[src/rtl/packed_tod_counter.sv]
module packed_tod_counter #(
  parameter int DAY_W = 15,
  parameter int SW_W  = 16
) (
  input  logic               clk,
  input  logic               rst_n,
  input  logic               tick_en,
  input  logic               time_ld,
  input  logic [17+DAY_W-1:0] time_ld_val,
  input  logic               alarm_ld,
  input  logic [17+DAY_W-1:0] alarm_ld_val,
  input  logic               sw_ld,
  input  logic [SW_W-1:0]    sw_ld_val,
  output logic [17+DAY_W-1:0] time_q,
  output logic [6:0]         evt_q
);
  localparam int TW = 17 + DAY_W;

  logic [TW-1:0]   alm_q;
  logic [SW_W-1:0] sw_q;

  wire [5:0]       sec = time_q[5:0];
  wire [5:0]       mnt = time_q[11:6];
  wire [4:0]       hr  = time_q[16:12];
  wire [DAY_W-1:0] day = time_q[TW-1:17];

  wire sec_wrap = sec >= 6'd59;
  wire min_wrap = sec_wrap && (mnt >= 6'd59);
  wire hr_wrap  = min_wrap && (hr >= 5'd23);

  wire [5:0]       sec_n = sec_wrap ? 6'd0 : sec + 6'd1;
  wire [5:0]       mnt_n = !sec_wrap ? mnt : (mnt >= 6'd59 ? 6'd0 : mnt + 6'd1);
  wire [4:0]       hr_n  = !min_wrap ? hr : (hr >= 5'd23 ? 5'd0 : hr + 5'd1);
  wire [DAY_W-1:0] day_n = hr_wrap ? day + {{(DAY_W-1){1'b0}}, 1'b1} : day;
  wire [TW-1:0]    inc   = {day_n, hr_n, mnt_n, sec_n};

  wire advance = tick_en && !time_ld;
  wire sw_fire = tick_en && !sw_ld && (sw_q == {{(SW_W-1){1'b0}}, 1'b1});

  always_ff @(posedge clk) begin
    if (!rst_n) begin
      time_q <= '0;
      alm_q  <= '0;
      sw_q   <= '0;
      evt_q  <= '0;
    end else begin
      evt_q <= {advance && (inc == alm_q),
                advance && hr_wrap,
                advance && min_wrap,
                advance && sec_wrap,
                advance,
                advance && (inc[16:0] == alm_q[16:0]),
                sw_fire};
      if (time_ld)      time_q <= time_ld_val;
      else if (tick_en) time_q <= inc;
      if (alarm_ld) alm_q <= alarm_ld_val;
      if (sw_ld)                    sw_q <= sw_ld_val;
      else if (tick_en && sw_q != '0) sw_q <= sw_q - {{(SW_W-1){1'b0}}, 1'b1};
    end
  end
endmodule


[config.mk]
export PLATFORM = sky130hd
export DESIGN_NAME = packed_tod_counter
export DESIGN_NICKNAME = d
export VERILOG_FILES = /design/src/rtl/packed_tod_counter.sv
export SDC_FILE = /design/constraint.sdc
export NUM_CORES = 1
export LEC_CHECK = 0
export CAP_MARGIN = 20
export CORE_MARGIN = 5
export CORE_UTILIZATION = 45
export CTS_CLUSTER_DIAMETER = 60
export DETAILED_ROUTE_END_ITERATION = 12
export DONT_BUFFER_PORTS = 1
export SETUP_SLACK_MARGIN = 0.4
export SYNTH_ARGS = -nofsm -noshare
export SYNTH_HDL_FRONTEND = slang
export SYNTH_SLANG_ARGS = --single-unit
[constraint.sdc]
create_clock -name clk -period 2.2 [get_ports clk]
set_input_delay 0.66 -clock clk [delete_from_list [all_inputs] [get_ports clk]]
set_output_delay 0.66 -clock clk [all_outputs]
set_load 0.005 [all_outputs]
==> flow_summary.json, run 1 <==
{
  "status": "complete, but fails checks",
  "violations": "setup timing",
  "fillCellCount": 1061,
  "io_buffers": 0,
  "reg2reg_depth": 8,
  "yosys_warnings": 0,
  "grt_pass1_wl_um": 26300,
  "rsz0062_at_grt": "true",
  "worst_path_largest_cell_delay_ns": 0.42,
  "slew_viol_final": 0,
  "ys_types": 69,
  "clkSinkCount": 87,
  "hold_path_depth": 1,
  "period_share_pct": 107,
  "maxCapViolations": 0,
  "drive_gt1_share_pct": 28.6,
  "start_kind": "register",
  "drt_iter0_markers": 252,
  "min_path_type": "in2reg",
  "finalHoldViolations": 0,
  "p_leak_nw": 2.85,
  "ant_nets": 0,
  "htree_levels": 3,
  "power_density_nw_per_um2": 600,
  "finalCriticalPeriod_ns": 2.34,
  "drt-vias-per-instance": 5.70,
  "p_total_mw": 4.19,
  "drc": 0,
  "grt_max_degree": 82,
  "worst_clock_skew_ns": 0.00635,
  "die_w_um": 119,
  "avgSynthCellArea_um2": 8.32,
  "synth_edf_count": 0,
  "slew_headroom_pct": 56.3,
  "rows": 40,
  "placed_area_um2": 6300,
  "synthToLayoutAreaGrowth_pct": 30.0,
  "finalNetCount": 818,
  "hold_buffers": 0,
  "track_usage_pct": 23.1,
  "ys_ff_latch": 87,
  "synth_cells": 646,
  "async_reset_ff_share_pct": 0,
  "final_cell_mix": "buf_4, dfxtp_1, nand2_1",
  "post-dp-hpwl_um": 12300,
  "grt_overflow": 0,
  "crit_chain": "ha_4 -> o2111ai_4 -> or3_1 -> o21ai_1 -> xor2_1 -> a2111o_1 -> nor4_4 -> o2111a_1",
  "grt_pass1_vias": 5003,
  "critPathCaptureType": "register",
  "vdd_drop_max_uv": 538,
  "start_util_pct": 45.3,
  "wl_um": 16400,
  "clockRootBuffer": "clkbuf_16",
  "dr.pass1.iters": 5,
  "setup_viol": 3,
  "layout_commonest_cell": "buf_4",
  "crit_required_ns": 2.49,
  "synth_flop_cell": "dfxtp_1",
  "ys_seq_area_share_pct": 32.4,
  "worstSkewPairLatency_ns": 0.35,
  "finalSetupTns_ns": -0.193,
  "seq_area_um2": 1760,
  "crit_type": "reg2reg",
  "worst_slew_pin_slew_ns": 0.656,
  "die_h_um": 119,
  "vias": 5003,
  "numCtsBuffers": 9,
  "final_area_um2": 6990,
  "worstPathMaxFanout": 6,
  "ios": 125,
  "clock_path_buffers": 2,
  "stdcell_count": 877,
  "pre_cts_ws_ns": -0.240,
  "worstPathArrival_ns": 2.64,
  "post_drt_wl_per_cell_um": 18.7,
  "fin_ws_ns": -0.144,
  "die-area_um2": 14200,
  "antenna_cells": 0,
  "antenna_found_initial": 0,
  "max_freq_ghz": 0.427,
  "netlist_area_um2": 5380,
  "cts_tree": "built",
  "core_area_um2": 11900,
  "multi_input_area_um2": 3760,
  "placedCellCount": 853,
  "syn_nets": 738,
  "clk_pin_slew_worst_paths_ns": 0.06,
  "critPathSlowestCell": "a2111o_1",
  "place_congestion": 0.848
}
-- layout make-up --
type | count | area share (%)
Clock inverter | 5 | 1.07
Inverter | 18 | 0.967
Clock buffer | 10 | 3.28
Timing Repair Buffer | 115 | 13.1
Multi-Input combinational cell | 495 | 53.8
Tap cell | 147 | 2.63
Sequential cell | 87 | 25.2
-- cell families (layout without fill, tap and decap cells) --
kind of cell	after synthesis	count (layout)	synth area share, %
simple gates	251	251	25.8
compound gates	139	139	18.3
flops	87	87	32.4
buf+inv	64	148	4.98
xor+xnor	59	59	9.61
mux	39	39	7.26
fa+ha+maj	7	7	1.58
-- path summary, 6_finish.rpt --
kind                                start    endpoint  slack [ns]
worst min-delay path                rst_n  time_q[19]        0.44
worst max register to register  time_q[7]    evt_q[6]       -0.14
worst max-delay path            time_q[7]    evt_q[6]       -0.14
worst min register to register   alm_q[9]    alm_q[9]        0.53
-- Yosys cell counts (3+ instances only) --
| cell | instances | area, um^2 |
|---|---|---|
| nand3_1 | 27 | 135 |
| nor3_1 | 21 | 105 |
| a21oi_1 | 33 | 165 |
| o21ai_0 | 43 | 215 |
| mux2i_1 | 39 | 390 |
| or3_1 | 6 | 37.5 |
| inv_1 | 18 | 67.6 |
| a211oi_1 | 3 | 22.5 |
| buf_2 | 8 | 40.0 |
| ha_1 | 6 | 75.1 |
| nand4_1 | 12 | 75.1 |
| nor2b_1 | 38 | 238 |
| nor2_1 | 26 | 97.6 |
| o2111a_1 | 3 | 33.8 |
| nand2b_1 | 3 | 18.8 |
| dfxtp_1 | 87 | 1740 |
| o211a_1 | 16 | 160 |
| xor2_1 | 17 | 149 |
| clkbuf_1 | 25 | 93.8 |
| a31oi_1 | 12 | 75.1 |
| xnor2_1 | 42 | 368 |
| o311ai_0 | 3 | 26.3 |
| nand4b_1 | 3 | 26.3 |
| nor4_1 | 13 | 81.3 |
| and2_1 | 17 | 106 |
| buf_4 | 4 | 30.0 |
| buf_1 | 7 | 26.3 |
| nand2_1 | 54 | 203 |
| and3_1 | 9 | 56.3 |
-- metal layers --
| metal | vias to the layer above | track usage (%) | wire, um |
|---|---|---|---|
| met5 | - | 0 | 0 |
| met2 | 156 | 40.2 | 8200 |
| met1 | 2344 | 27.7 | 6870 |
| met3 | 22 | 6.41 | 1030 |
| li1 | 2481 | - | - |
| met4 | 0 | 6.37 | 296 |
-- per-stage QoR --
| step | util [%] | hold slack, ns |
|---|---|---|
| after detailed placement | 53.1 | 0.520 |
| after floorplan | - | 0.483 |
| after CTS | 57.5 | 0.425 |
| final | 58.9 | 0.440 |
| after global placement | 53.1 | 0.506 |
| after global routing | 58.9 | 0.435 |
-- state kept, by name (all words and copies together) (netlist names) --
signal	flops
alm_q	32
evt_q	7
time_q	32
sw_q	16
-- critical path: cells and delay by family (launching register included) --
kind                       cells  cell delay [ns]
adders and majority gates      1             0.16
DFF                            1             0.35
xor gates and xnor gates       1             0.10
and+or+nand+nor                2             0.71
AOI/OAI and AO/OA              4             0.97
-- report_power, final --
part,total [mW],internal (mW),switching [mW]
clock,1.62,0.983,0.639
sequential,1.79,1.68,0.109
combinational,0.783,0.397,0.386
-- what timing repair did --
item	CTS	global route
endpoints found under the setup margin	37	43
resized for setup	37	45
setup buffers	6	3
pin swaps	28	32
Note: power is estimated with default switching activity, not from simulation.
==> run 2, diff against run 1 <==
Settings changed: GPL_ROUTABILITY_DRIVEN set to 0, PLACE_DENSITY set to 0.59, SKIP_LAST_GASP set to 1.
==> flow_summary.json, run 2 (synthesized netlist as in run 1, its figures left out) <==
{
  "status": "complete, but fails checks",
  "violations": "setup timing",
  "period_share_pct": 108,
  "htree_levels": 3,
  "grt_pass1_vias": 5216,
  "power_density_nw_per_um2": 596,
  "worst_clock_skew_ns": 0.00657,
  "crit_type": "reg2reg",
  "core_area_um2": 11900,
  "reg2reg_depth": 9,
  "clkSinkCount": 87,
  "start_util_pct": 45.3,
  "fin_ws_ns": -0.182,
  "post_drt_wl_per_cell_um": 18.7,
  "worstSkewPairLatency_ns": 0.35,
  "fillCellCount": 1064,
  "post-dp-hpwl_um": 12100,
  "slew_viol_final": 0,
  "drt-vias-per-instance": 5.73,
  "sw_frac_of_total_pct": 26.7,
  "crit_required_ns": 2.50,
  "whs_endpoint": "time_q[19]",
  "drt_iter0_markers": 261,
  "finalNetCount": 822,
  "ant_nets": 0,
  "die-area_um2": 14200,
  "numCtsBuffers": 9,
  "reg.largest.list": "alm_q x32, time_q x32, sw_q x16",
  "hold_path_depth": 1,
  "setup_viol": 5,
  "grt_overflow": 0,
  "worst_slew_pin_slew_ns": 0.701,
  "grt_pass1_wl_um": 26700,
  "critPathCaptureType": "register",
  "vdd_drop_max_uv": 444,
  "hold_buffers": 0,
  "fin_util_pct": 59.8,
  "pwr-share-clk_pct": 39.2,
  "max_freq_ghz": 0.420,
  "vias": 5054,
  "finalHoldViolations": 0,
  "clockRootBuffer": "clkbuf_16",
  "clk_pin_slew_worst_paths_ns": 0.06,
  "min_path_type": "in2reg",
  "internal-power_mw": 3.10,
  "r2r_slack_ns": -0.18,
  "worstPathMaxFanout": 5,
  "drive_gt1_share_pct": 29.5,
  "finalSetupTns_ns": -0.346,
  "track_usage_pct": 23.3,
  "die_w_um": 119,
  "synthToLayoutAreaGrowth_pct": 32.0,
  "dr.pass1.iters": 5,
  "rows": 40,
  "wl_um": 16500,
  "switchingPower_mw": 1.13,
  "rsz0062_at_grt": "true",
  "die_h_um": 119,
  "drc": 0,
  "layout_commonest_cell": "buf_4",
  "final_cell_mix": "buf_4, dfxtp_1, nand2_1",
  "antenna_cells": 0,
  "slew_headroom_pct": 53.2,
  "maxCapViolations": 0,
  "io_buffers": 0,
  "worstPathArrival_ns": 2.68,
  "r2r-start": "time_q[0]",
  "start_kind": "register",
  "seq_power_share_pct": 42.2,
  "timing.rr.end": "evt_q[6]",
  "p_leak_nw": 2.92,
  "grt_max_degree": 82,
  "ios": 125,
  "antenna_found_initial": 0,
  "finalCriticalPeriod_ns": 2.38,
  "min_from": "rst_n",
  "cts_tree": "built",
  "clock_path_buffers": 2,
  "comb_power_share_pct": 18.6
}
## run 2: changes by cell type in the layout (fill, tap and decap cells not counted), sizes merged
cell,before,now
buf,115,119
clkinv,3,4
## run 2: repair_timing
item,4_1_cts,5_1_grt
pin swaps,26,56
hold endpoints to repair,0,0
gates resized for setup,27,62
buffers inserted,12,12
setup endpoints to repair,39,42
## run 2: layout make-up
class                           instances  area, um^2  area share [%]
Clock buffer                           10         239            3.37
Tap cell                              147         184            2.59
Inverter                               18        67.6           0.953
Sequential cell                        87        1760            24.7
Timing Repair Buffer                  119         953            13.4
Clock inverter                          6        83.8            1.18
Multi-Input combinational cell        495        3810            53.7
## run 2: worst max-delay path by stage
stage / from / endpoint / slack, ns / depth (start not counted)
floorplan: time_q[0] / evt_q[6] / -0.03 / 10
global placement: time_q[7] / evt_q[6] / -0.22 / 9
detailed placement: time_q[7] / evt_q[6] / -0.29 / 9
CTS: time_q[6] / evt_q[6] / -0.17 / 8
global route: time_q[0] / evt_q[6] / -0.31 / 10
finish: time_q[0] / evt_q[6] / -0.18 / 9
## run 2: stage by stage
| step | instance area, um^2 | setup slack (ns) | hold WS, ns | total power, mW | instances |
|---|---|---|---|---|---|
| 5_1_grt | 7090 | -0.313 | 0.422 | 4.45 | 882 |
| 6_report | 7090 | -0.182 | 0.435 | 4.23 | 882 |
| 4_1_cts | 6750 | -0.168 | 0.419 | 4.20 | 870 |
| 3_5_place_dp | 6220 | -0.293 | 0.523 | 2.50 | 842 |
| 3_3_place_gp | 6220 | -0.215 | 0.505 | 2.48 | 842 |
| 2_1_floorplan | 5550 | -0.0281 | 0.483 | 2.32 | 646 |
## run 2: layer usage
| metal | part of all wire, % | wire (um) | track usage [%] |
|---|---|---|---|
| met1 | 40 | 6570 | 26.6 |
| met2 | 51 | 8410 | 41.5 |
| met3 | 6.3 | 1040 | 6.89 |
| met4 | 2.6 | 430 | 7.37 |
| met5 | 0 | 0 | 0 |
## run 2: critical path, stage by stage, from the launching register on
cell       delay, ns
dfxtp_4         0.35
ha_4            0.17
o2111ai_4       0.22
buf_6           0.16
nor3_4          0.04
o31a_1          0.31
a2111oi_4       0.33
nand4_1         0.20
nor4_4          0.34
o2111a_1        0.21
## run 2: power groups by stage
stage               Combinational (mW)  Sequential, mW  Clock, mW
floorplan                        0.521            1.80          0
global placement                 0.676            1.81          0
detailed placement               0.687            1.81          0
CTS                              0.725            1.78       1.70
global route                     0.864            1.80       1.79
finish                           0.787            1.78       1.66
